[src/rtl/irq_ctrl_pkg.sv]
// Package: address regions and decode helper shared by the interrupt controller.
// Assumes a 12-bit byte address with word granularity (bits 1:0 ignored).
package irq_ctrl_pkg;

    typedef enum logic [2:0] {
        RG_EN_SET  = 3'd0,
        RG_EN_CLR  = 3'd1,
        RG_PD_SET  = 3'd2,
        RG_PD_CLR  = 3'd3,
        RG_ACTIVE  = 3'd4,
        RG_PRIO    = 3'd5,
        RG_NONE    = 3'd6
    } region_e;

    // Map a byte address to its register region (word-range limits are applied by the caller).
    function automatic region_e addr_region(input logic [11:0] a);
        if (a[11:9] == 3'b010)
            return RG_PRIO;
        case (a[11:7])
            5'd0:    return RG_EN_SET;
            5'd1:    return RG_EN_CLR;
            5'd2:    return RG_PD_SET;
            5'd3:    return RG_PD_CLR;
            5'd4:    return RG_ACTIVE;
            default: return RG_NONE;
        endcase
    endfunction

endpackage

[src/rtl/irq_bit_state.sv]
// Module: per-interrupt enable, pending and active flags plus line edge detection.
// Assumes set/clear masks arrive already decoded to one bit per interrupt.
// A pending set (software or line edge) wins over a clear; acknowledge wins over retire.
module irq_bit_state #(
    parameter int N = 64
) (
    input  logic         clk,
    input  logic         rst_n,
    input  logic [N-1:0] en_set,
    input  logic [N-1:0] en_clr,
    input  logic [N-1:0] pd_set,
    input  logic [N-1:0] pd_clr,
    input  logic [N-1:0] ack_mask,
    input  logic [N-1:0] eoi_mask,
    input  logic [N-1:0] hw_line,
    output logic [N-1:0] en_q,
    output logic [N-1:0] pd_q,
    output logic [N-1:0] act_q
);

    logic [N-1:0] line_q;
    logic [N-1:0] rise;

    // Rising-edge detect of the hardware lines.
    assign rise = hw_line & ~line_q;

    // Flag update: clears first, then sets so that sets take precedence.
    always_ff @(posedge clk) begin
        if (!rst_n) begin
            en_q   <= '0;
            pd_q   <= '0;
            act_q  <= '0;
            line_q <= '0;
        end else begin
            en_q   <= (en_q & ~en_clr) | en_set;
            pd_q   <= (pd_q & ~pd_clr & ~ack_mask) | pd_set | rise;
            act_q  <= (act_q & ~eoi_mask) | ack_mask;
            line_q <= hw_line;
        end
    end

    for (genvar i = 0; i < N; i++) begin : g_chk
        // an acknowledged interrupt is active after the edge
        a_r9_ack_sets_active: assert property (@(posedge clk) disable iff (!rst_n)
            ack_mask[i] |=> act_q[i]);
        // retiring without a simultaneous acknowledge leaves it inactive
        a_r10_eoi_clears: assert property (@(posedge clk) disable iff (!rst_n)
            (eoi_mask[i] && !ack_mask[i]) |=> !act_q[i]);
        // a line edge always leaves the pending bit set, even against a clear
        a_r12_edge_wins: assert property (@(posedge clk) disable iff (!rst_n)
            (hw_line[i] && !line_q[i]) |=> pd_q[i]);
        // a clear with no competing set removes the pending bit
        a_r3_clear_pending: assert property (@(posedge clk) disable iff (!rst_n)
            (pd_clr[i] && !pd_set[i] && !(hw_line[i] && !line_q[i])) |=> !pd_q[i]);
    end

endmodule

[src/rtl/irq_prio_store.sv]
// Module: priority fields, PB bits per interrupt, packed four per bus word.
// Assumes the caller gives a validated write strobe and word index; byte enables select lanes.
module irq_prio_store #(
    parameter int N  = 64,
    parameter int PB = 3
) (
    input  logic                 clk,
    input  logic                 rst_n,
    input  logic                 wr_en,
    input  logic [6:0]           word_idx,
    input  logic [31:0]          wdata,
    input  logic [3:0]           be,
    output logic [N-1:0][PB-1:0] prio_q
);

    for (genvar i = 0; i < N; i++) begin : g_field
        localparam int LANE = i % 4;
        localparam int WORD = i / 4;
        logic hit;

        // Field select: matching word and its own byte lane enabled.
        assign hit = wr_en && (int'(word_idx) == WORD) && be[LANE];

        // Field storage: keep only the upper PB bits of the written byte.
        always_ff @(posedge clk) begin
            if (!rst_n)
                prio_q[i] <= '0;
            else if (hit)
                prio_q[i] <= wdata[LANE*8+7 -: PB];
        end

        // a field whose lane or word is not written keeps its value
        a_r5_lane_isolated: assert property (@(posedge clk) disable iff (!rst_n)
            !(wr_en && (int'(word_idx) == WORD) && be[LANE]) |=> $stable(prio_q[i]));
    end

endmodule

[src/rtl/irq_pick.sv]
// Module: selects the most urgent eligible interrupt and gates the request
// against the most urgent active one. Lower value wins, lower number breaks ties.
// Assumes N >= 2; the scan is a linear priority chain.
module irq_pick #(
    parameter int N  = 64,
    parameter int PB = 3,
    localparam int IDW = $clog2(N)
) (
    input  logic                 clk,
    input  logic                 rst_n,
    input  logic [N-1:0]         en,
    input  logic [N-1:0]         pend,
    input  logic [N-1:0]         act,
    input  logic [N-1:0][PB-1:0] prio,
    output logic                 req,
    output logic [IDW-1:0]       id
);

    logic [N-1:0]  cand;
    logic          found;
    logic [PB-1:0] best_p;
    logic [PB:0]   ceil_p;

    // Eligible set: enabled, pending and not in service.
    assign cand = en & pend & ~act;

    // Winner scan: strict compare keeps the lowest number on equal priority.
    always_comb begin
        found  = 1'b0;
        best_p = '1;
        id     = '0;
        for (int i = 0; i < N; i++) begin
            if (cand[i] && (!found || prio[i] < best_p)) begin
                found  = 1'b1;
                best_p = prio[i];
                id     = IDW'(i);
            end
        end
    end

    // Ceiling scan: most urgent active priority, or one past the range when none is active.
    always_comb begin
        ceil_p = {1'b1, {PB{1'b0}}};
        for (int i = 0; i < N; i++) begin
            if (act[i] && ({1'b0, prio[i]} < ceil_p))
                ceil_p = {1'b0, prio[i]};
        end
    end

    // Request gate: strictly more urgent than the ceiling.
    assign req = found && ({1'b0, best_p} < ceil_p);

    // a request always names an eligible interrupt
    a_r7_id_eligible: assert property (@(posedge clk) disable iff (!rst_n)
        req |-> (en[id] && pend[id] && !act[id]));
    // nothing is requested while every eligible interrupt is blocked
    a_r8_no_req_without_cand: assert property (@(posedge clk) disable iff (!rst_n)
        (cand == '0) |-> !req);

endmodule

[src/rtl/irq_ctrl_regs.sv]
// Module: top of the interrupt controller. Decodes the register port into
// set/clear masks, returns read data, and connects state, priorities and picker.
// Assumes 2 <= NUM_IRQ <= 512 and 1 <= PRIO_BITS <= 8.
module irq_ctrl_regs
    import irq_ctrl_pkg::*;
#(
    parameter int NUM_IRQ   = 64,
    parameter int PRIO_BITS = 3,
    localparam int IDW      = $clog2(NUM_IRQ)
) (
    input  logic               clk,
    input  logic               rst_n,
    input  logic [NUM_IRQ-1:0] irq_line,
    input  logic               bus_wr,
    input  logic [11:0]        bus_addr,
    input  logic [31:0]        bus_wdata,
    input  logic [3:0]         bus_be,
    output logic [31:0]        bus_rdata,
    output logic               irq_req,
    output logic [IDW-1:0]     irq_id,
    input  logic               irq_ack,
    input  logic               irq_eoi,
    input  logic [IDW-1:0]     irq_eoi_id
);

    localparam int N_BW = (NUM_IRQ + 31) / 32;
    localparam int N_PW = (NUM_IRQ + 3) / 4;

    region_e                          rg;
    logic [4:0]                       bw_idx;
    logic [6:0]                       pw_idx;
    logic                             bw_ok;
    logic                             pw_ok;
    logic [NUM_IRQ-1:0]               wmask;
    logic [NUM_IRQ-1:0]               en_set, en_clr, pd_set, pd_clr;
    logic [NUM_IRQ-1:0]               ack_mask, eoi_mask;
    logic [NUM_IRQ-1:0]               en_q, pd_q, act_q;
    logic [NUM_IRQ-1:0][PRIO_BITS-1:0] prio_q;

    // Address decode: region plus word index, range-checked against the interrupt count.
    assign rg     = addr_region(bus_addr);
    assign bw_idx = bus_addr[6:2];
    assign pw_idx = bus_addr[8:2];
    assign bw_ok  = int'(bw_idx) < N_BW;
    assign pw_ok  = int'(pw_idx) < N_PW;

    for (genvar i = 0; i < NUM_IRQ; i++) begin : g_mask
        // Data bit routed to interrupt i when its word is addressed.
        assign wmask[i]    = bus_wdata[i % 32] && (int'(bw_idx) == i / 32);
        // Core handshake decoded to one-hot per interrupt.
        assign ack_mask[i] = irq_ack && irq_req && (irq_id == IDW'(i));
        assign eoi_mask[i] = irq_eoi && (irq_eoi_id == IDW'(i));
    end

    // Bank write masks: only valid bit-bank words of the matching region.
    assign en_set = (bus_wr && bw_ok && rg == RG_EN_SET) ? wmask : '0;
    assign en_clr = (bus_wr && bw_ok && rg == RG_EN_CLR) ? wmask : '0;
    assign pd_set = (bus_wr && bw_ok && rg == RG_PD_SET) ? wmask : '0;
    assign pd_clr = (bus_wr && bw_ok && rg == RG_PD_CLR) ? wmask : '0;

    irq_bit_state #(.N(NUM_IRQ)) u_state (
        .clk      (clk),
        .rst_n    (rst_n),
        .en_set   (en_set),
        .en_clr   (en_clr),
        .pd_set   (pd_set),
        .pd_clr   (pd_clr),
        .ack_mask (ack_mask),
        .eoi_mask (eoi_mask),
        .hw_line  (irq_line),
        .en_q     (en_q),
        .pd_q     (pd_q),
        .act_q    (act_q)
    );

    irq_prio_store #(.N(NUM_IRQ), .PB(PRIO_BITS)) u_prio (
        .clk      (clk),
        .rst_n    (rst_n),
        .wr_en    (bus_wr && pw_ok && rg == RG_PRIO),
        .word_idx (pw_idx),
        .wdata    (bus_wdata),
        .be       (bus_be),
        .prio_q   (prio_q)
    );

    irq_pick #(.N(NUM_IRQ), .PB(PRIO_BITS)) u_pick (
        .clk   (clk),
        .rst_n (rst_n),
        .en    (en_q),
        .pend  (pd_q),
        .act   (act_q),
        .prio  (prio_q),
        .req   (irq_req),
        .id    (irq_id)
    );

    // Read mux: bit banks by word, priorities left-aligned in their byte lanes, zero elsewhere.
    always_comb begin
        bus_rdata = '0;
        case (rg)
            RG_EN_SET, RG_EN_CLR: begin
                for (int i = 0; i < NUM_IRQ; i++)
                    if (bw_ok && int'(bw_idx) == i / 32) bus_rdata[i % 32] = en_q[i];
            end
            RG_PD_SET, RG_PD_CLR: begin
                for (int i = 0; i < NUM_IRQ; i++)
                    if (bw_ok && int'(bw_idx) == i / 32) bus_rdata[i % 32] = pd_q[i];
            end
            RG_ACTIVE: begin
                for (int i = 0; i < NUM_IRQ; i++)
                    if (bw_ok && int'(bw_idx) == i / 32) bus_rdata[i % 32] = act_q[i];
            end
            RG_PRIO: begin
                for (int i = 0; i < NUM_IRQ; i++)
                    if (pw_ok && int'(pw_idx) == i / 4)
                        bus_rdata[(i % 4)*8 + 7 -: PRIO_BITS] = prio_q[i];
            end
            default: bus_rdata = '0;
        endcase
    end

    // a write aimed at the active bank never changes the active flags
    a_r4_active_readonly: assert property (@(posedge clk) disable iff (!rst_n)
        (bus_wr && rg == RG_ACTIVE && !irq_ack && !irq_eoi) |=> $stable(act_q));
    // reserved regions read as zero
    a_r13_reserved_zero: assert property (@(posedge clk) disable iff (!rst_n)
        (rg == RG_NONE) |-> (bus_rdata == 32'h0));

endmodule

[config.mk]
export PLATFORM = sky130hd
export DESIGN_NAME = irq_ctrl_regs
export DESIGN_NICKNAME = d
export VERILOG_FILES = /design/src/rtl/irq_ctrl_pkg.sv /design/src/rtl/irq_bit_state.sv /design/src/rtl/irq_prio_store.sv /design/src/rtl/irq_pick.sv /design/src/rtl/irq_ctrl_regs.sv
export SDC_FILE = /design/constraint.sdc
export NUM_CORES = 2
export LEC_CHECK = 0
export CORE_MARGIN = 10
export CORE_UTILIZATION = 53
export DETAILED_ROUTE_END_ITERATION = 16
export DONT_BUFFER_PORTS = 1
export PLACE_DENSITY = 0.68
export SETUP_SLACK_MARGIN = 0.4
export SLEW_MARGIN = 20
export SYNTH_ARGS = -nofsm -noshare
export SYNTH_HDL_FRONTEND = slang
export SYNTH_SLANG_ARGS = --single-unit
[constraint.sdc]
create_clock -name clk -period 237.7 [get_ports clk]
set_input_delay 11.885 -clock clk [delete_from_list [all_inputs] [get_ports clk]]
set_output_delay 11.885 -clock clk [all_outputs]
set_load 0.005 [all_outputs]
Word-level counts from Yosys, hierarchy flattened
Index checks and enable logic that the tools add are counted.
{ "totals": {"regBits": 448, "input_bits": 123, "word_cells": 1452} }
{ "op_classes": {"magnitude_cmp": 129, "eq_ne": 152, "mux": 527, "n_bitwise": 17, "n_reduce_logical": 559} }
{ "ops": {"columns": ["op", "count"], "rows": [
  ["$and A64 B64 Y64", 7],
  ["$logic_and A1 B1 Y1", 425],
  ["$mux W3", 134],
  ["$eq A6 B6 Y1 const B", 64],
  ["$not A64 Y64", 6],
  ["$mux W4", 72],
  ["$mux W1", 258],
  ["$lt A3 B4 Y1", 64],
  ["$mux W64", 4],
  ["$or A64 B64 Y64", 4],
  ["$eq A6 B5 Y1 const B", 32],
  ["$mux W6", 32],
  ["$lt A3 B3 Y1", 63],
  ["$eq A6 B4 Y1 const B", 16],
  ["$mux W5", 16],
  ["$logic_not A1 Y1", 63],
  ["$logic_or A1 B1 Y1", 63],
  ["$pmux W5 S3", 4],
  ["$eq A7 B5 Y1 const B", 8],
  ["$eq A6 B3 Y1 const B", 8],
  ["$pmux W3 S4", 4],
  ["$eq A7 B4 Y1 const B", 4],
  ["$eq A6 B2 Y1 const B", 4],
  ["$eq A5 B2 Y1 const B", 3],
  ["17 further kinds", 26]
]} }

Depth between registers and ports, before layout
{ "logic_depth": {"ltp_word": 263, "ltp_mapped": 465, "mapped_depth_nobuf": 450} }

Hierarchy
A second synthesis with hierarchy kept.
{ "unflattened": {"hier_cells": 5615, "area_unflattened_um2": 42712.2} }
{ "modules_own_cells": {"columns": ["module", "n_inst", "cells_each", "area_per_inst_um2", "seq_area_each_um2"], "rows": [
  ["irq_pick", 1, 3022, 20338.3, 0.0],
  ["irq_bit_state", 1, 796, 8919.8, 5124.9],
  ["irq_prio_store", 1, 723, 7409.6, 3843.7],
  ["irq_ctrl_regs", 1, 1074, 6044.5, 0.0]
]} }

Least setup slack after synthesis
No wires, ideal clock.
{ "synth_path": {"path_kind": "register -> output", "from": "register u_prio.prio_q[0] (netlist bit)", "to": "output irq_req", "arrival_time_ps": 74830, "required_time_ps": 225815, "setup_slack_ps": 150985, "path_stages_with_launch": 438, "n_path_buf": 11, "path_cell_list": "dfxtp_1 buf_6 nor3b_1 maj3_1 a21boi_1 or2_1 o21ai_0 a21oi_1 nor2_1 o21ai_0 inv_1 ha_1 or2_2 a21oi_1 a21oi_2 nand2_1 mux2i_1 ha_1 [402 not listed] buf_4 or2_1 buf_4 nor2_1 a21oi_1 ha_1 nand2_1 a211o_1 nand2_1 a21o_1 clkbuf_1 mux2i_1 ha_1 inv_1 o22ai_1 or4_1 o21ai_0 and2_1"} }
{ "synth_via": {"elab_chain_cells": 255} }
{ "synth_rtl": {"columns": ["element", "line_no", "text"], "rows": [
  ["start, declared", "irq_prio_store.sv:13", "output logic [N-1:0][PB-1:0] prio_q"],
  ["start signal, assigned by index", "irq_prio_store.sv:29", "prio_q[i] <= wdata[LANE*8+7 -: PB];"],
  ["branches (longest 254 deep; another with $lt A3 B4 Y1)", null, null],
  ["$logic_and A1 B1 Y1 *", "irq_pick.sv:51", "assign req = found && ({1'b0, best_p} < ceil_p);"],
  ["end, declared", "irq_ctrl_regs.sv:19", "output logic irq_req,"]
]} }
Mark *: on every way between the ends.

Final worst setup path
{ "layout_path": {"from": "register u_state.en_q[0]", "to": "output irq_req"} }
{ "layout_via": {"elab_chain_cells": 257} }
{ "layout_rtl": {"columns": ["element", "line_no", "text"], "rows": [
  ["start, declared", "irq_bit_state.sv:16", "output logic [N-1:0] en_q,"],
  ["start signal, assigned", "irq_bit_state.sv:35", "en_q <= (en_q & ~en_clr) | en_set;"],
  ["$and A64 B64 Y64 * (2 in a row)", "irq_pick.sv:25", "assign cand = en & pend & ~act;"],
  ["$mux W3 / $mux W1 (equally long branches)", "irq_pick.sv:33", "if (cand[i] && (!found || prio[i] < best_p)) begin"],
  ["$lt A3 B3 Y1 / $logic_not A1 Y1 (equally long branches)", "irq_pick.sv:33", null],
  ["$logic_or A1 B1 Y1", "irq_pick.sv:33", null],
  ["$logic_and A1 B1 Y1", "irq_pick.sv:33", null],
  ["$mux W3 / $mux W1 (equally long branches)", "irq_pick.sv:33", null],
  ["$lt A3 B3 Y1 / $logic_not A1 Y1 (equally long branches)", "irq_pick.sv:33", null],
  ["$logic_or A1 B1 Y1", "irq_pick.sv:33", null],
  ["[240 not listed]", null, null],
  ["$logic_and A1 B1 Y1", "irq_pick.sv:33", null],
  ["$mux W3 / $mux W1 (equally long branches)", "irq_pick.sv:33", null],
  ["$lt A3 B3 Y1 / $logic_not A1 Y1 (equally long branches)", "irq_pick.sv:33", null],
  ["$logic_or A1 B1 Y1", "irq_pick.sv:33", null],
  ["$logic_and A1 B1 Y1", "irq_pick.sv:33", null],
  ["$mux W3", "irq_pick.sv:33", null],
  ["$lt A3 B4 Y1", "irq_pick.sv:51", null],
  ["$logic_and A1 B1 Y1 *", "irq_pick.sv:51", null]
]} }
Every way passes the cells marked *; elsewhere a longest branch is shown, timed or not.

==> results.md <==
* Status: finished clean
* Synth Warn # at 0
* Clock power share at 0.490
* RSZ-0062 raised after global routing: no
* Finished Cell Area at 42470 um^2
* Routed vias/inst at 6.963
* Synth Register Bits at 448
* CTS Buf Count at 51
* Hold crit path type: flip-flop to flip-flop
* Hpwl dp at 131.2 mm
* NetSw at around 42 uW
* Largest family of logic cells by synthesized area: compound AO/OA/AOI/OAI gates
* I/O pin count at 162
* CP Buf/Inv Count at 40
* Sequential fraction of design power at 0.466
* Number of remaining DRC errors at 0
* Synth unique cells at 155
* Nets at between 5000 and 6000
* CP max FO at 13
* Required time of the worst setup path at around 230 ns
* Most frequent cells in the layout: 629 x nand2_1, 604 x o21ai_0, 572 x a21oi_1, 501 x nor2_1, 448 x dfxtp_1
* Crit path arrival time at just over 90 ns
* Fmax at 9.758 MHz
* Syn Area/Cell at between 7 and 8 um^2
* Vias in the first global route at 41124
* Critical Path Sink Type: output pin
* Chip height at between 200 and 300 um
* Post-CTS setup buffers at 0
* Sequential fraction of the synthesis area at 0.2203
* Post-Syn Area at 40710 um^2
* Commonest non-fill, non-tap cell in the layout: nand2_1
* Setup TNS at 0 ns
* Placer Congestion at 1.027
* Total wire length at 177.6 mm
* DIE WIDTH at 297.2 um
* Area delta synth->final at 4.312%
* Max-Cap Viols at 0
* # setup viols final at 0
* Cells after Synth at 5732
* Hold Buf Count CTS at 0
* Starting density of the core at 0.5351
* Crit-path leading delay family: compound AO/OA/AOI/OAI gates
* Gr usage total at 0.3774
* Comb power frac at 0.043
* Number of max-slew violations in the final report at 0
* PortBufs at 0
* Critical Path Most Common Cell: ha_1
* Post-synth EDFFs at 0
* Clock transition at the registers of the reported paths at ~0.070 ns
* Int Pwr at between 100 and 150 uW
* Largest net degree at the start of global routing at 150
* Worst reg2reg path startpoint: u_state.en_q[0]
* Slowest stage delay, CP at 0.80 ns
* Beginning of the worst hold path: u_state.en_q[8]
* Fin crit period at slightly above 100 ns
* P_leak at 0.01563 uW
* Clock latency on the worst-skew pair at 0.65 ns
* Synthesized-area fraction occupied by adder cells at 0.06239
* Period utilization at 0.4311
* Post-CTS resize count at 0
* Clock sinks at roughly 450
* Total core area at 76080 um^2
* Wire per inst at approximately 27 um
* RR Endpoint: u_state.pd_q[0]
* Vias at 45772
* Levels on crit path at 418
* Rows at 101
* First-pass GRT wire length at 261.1 mm
* Fill cells at 7598
* CP Class: flip-flop to output pin
* Main flop type after synthesis: dfxtp_1
* Slowest cell on crit path: mux2i_1
* TritonCTS clock tree: built
* Ys async rst share at 0
* Post-DRT Antenna Nets at 0
* Startpoint Class: flip-flop
* Layout Utilization at 0.5582
* Register-to-register path setup slack at 145.23 ns
* Root buf cell: clkbuf_16
* Synth Net Count at 6046
* Drt initial violations at 6463
* Compound-cell area share of the yosys netlist at 0.3623
* Max IR drop VDD at around 0.0054 mV
* XOR/XNOR Fraction of Synth Area at 0
* TritonRoute pass-1 iters at 10
* Worst relative slew slack at 0.2106
* Clock Skew at about 0.032 ns
* Hold path depth at 2
* Initial antenna violation count at 11
* Placement Cell Area at 40760 um^2
* Switching Share at 0.2531
* Least-Margin Pin Slew at about 1.2 ns
* Post-synthesis mux area share at 0.04739
* R2R cell count at approximately 430
* Max H-tree Level at 2
* Hold Fails Final Rpt at 0
* Power Density at 3.922 nW/um^2
* Worst-case clock buffer depth at 3
* Total congestion overflow at 0
* Synth Area in Simple Gates at 0.2367
* Hold Crit Endpoint: u_state.en_q[8]
* Area of the die at 88300 um^2
* Share of cells above drive strength 1 at 0.08377
==> routing by layer <==
metal  routed length [um]  track usage  vias to the layer above
li1                     -            -                    20789
met1                68430       0.4856                    21473
met2                70800       0.5406                     2936
met3                27250       0.1415                      558
met4                10990       0.1972                       16
met5                  110            0                        -
==> power by group through the flow <==
stage	Sequential (uW)	Combinational [uW]	Clock, uW
2_1_floorplan	78.8	6.04	0
3_3_place_gp	79.2	6.71	0
3_5_place_dp	79.3	6.80	0
4_1_cts	77.6	6.84	80.7
5_1_grt	77.7	7.56	83.9
6_report	77.7	7.21	81.7
==> synthesized netlist by cell type, types with 75 or more instances <==
master / number / area (um^2)
mux2_2: 75 / 844.6
nor2_1: 502 / 1884
inv_1: 319 / 1197
clkbuf_1: 231 / 867.1
nand2_1: 633 / 2376
o21a_1: 127 / 953.4
a31oi_1: 112 / 700.7
ha_1: 191 / 2390
o21ai_0: 604 / 3023
nand3_1: 157 / 785.8
o22ai_1: 122 / 763.2
nand4_1: 92 / 575.6
a21oi_1: 572 / 2863
dfxtp_1: 448 / 8969
mux2i_1: 104 / 1041
==> worst min-delay path: stages (launching register included) <==
cell	delay, ns
dfxtp_1	0.32
o21ai_0	0.07
a21oi_1	0.06
==> flip-flops by register name (all words and copies together) (netlist names) <==
name,cells
u_state.pd_q,64
u_state.act_q,64
u_prio.prio_q,192
u_state.line_q,64
u_state.en_q,64
==> how the worst max path moves through the flow <==
stage,from,to,slack [ns]
5_1_grt,u_state.en_q[0],irq_req,127.72
3_5_place_dp,u_state.en_q[0],irq_req,137.67
4_1_cts,u_state.en_q[0],irq_req,136.71
3_3_place_gp,u_state.en_q[0],irq_req,138.01
2_1_floorplan,u_prio.prio_q[0],irq_req,150.99
6_report,u_state.en_q[0],irq_req,135.22
==> logic make-up after synthesis <==
group,after synthesis
AO/OA/AOI/OAI,2281
AND/OR/NAND/NOR,1957
buffers and inverters,658
flip-flops,448
adder cells (fa/ha/maj),206
multiplexers,182
==> cell type report <==
| cell class | instances | area (um^2) | share of cell area |
|---|---|---|---|
| Multi-Input combinational cell | 4626 | 28920 | 0.6810 |
| Sequential cell | 448 | 8969 | 0.2112 |
| Antenna cell | 5 | 12.51 | 0.0002946 |
| Clock buffer | 71 | 1473 | 0.03468 |
| Tap cell | 1030 | 1289 | 0.03035 |
| Inverter | 321 | 1212 | 0.02855 |
| Clock inverter | 22 | 209.0 | 0.004920 |
| Timing Repair Buffer | 51 | 382.9 | 0.009016 |
==> per-stage QoR <==
stage / setup WS (ns) / hold slack [ns] / std cells / total power (uW)
3_3_place_gp: 138.01 / 0.4701 / 6476 / 85.89
5_1_grt: 127.72 / 0.5040 / 6569 / 169.2
2_1_floorplan: 150.99 / 0.4601 / 5732 / 84.85
4_1_cts: 136.71 / 0.4891 / 6569 / 165.1
6_report: 135.22 / 0.4923 / 6574 / 166.6
3_5_place_dp: 137.67 / 0.4811 / 6476 / 86.05
Note: power is estimated with default switching activity, not from simulation.
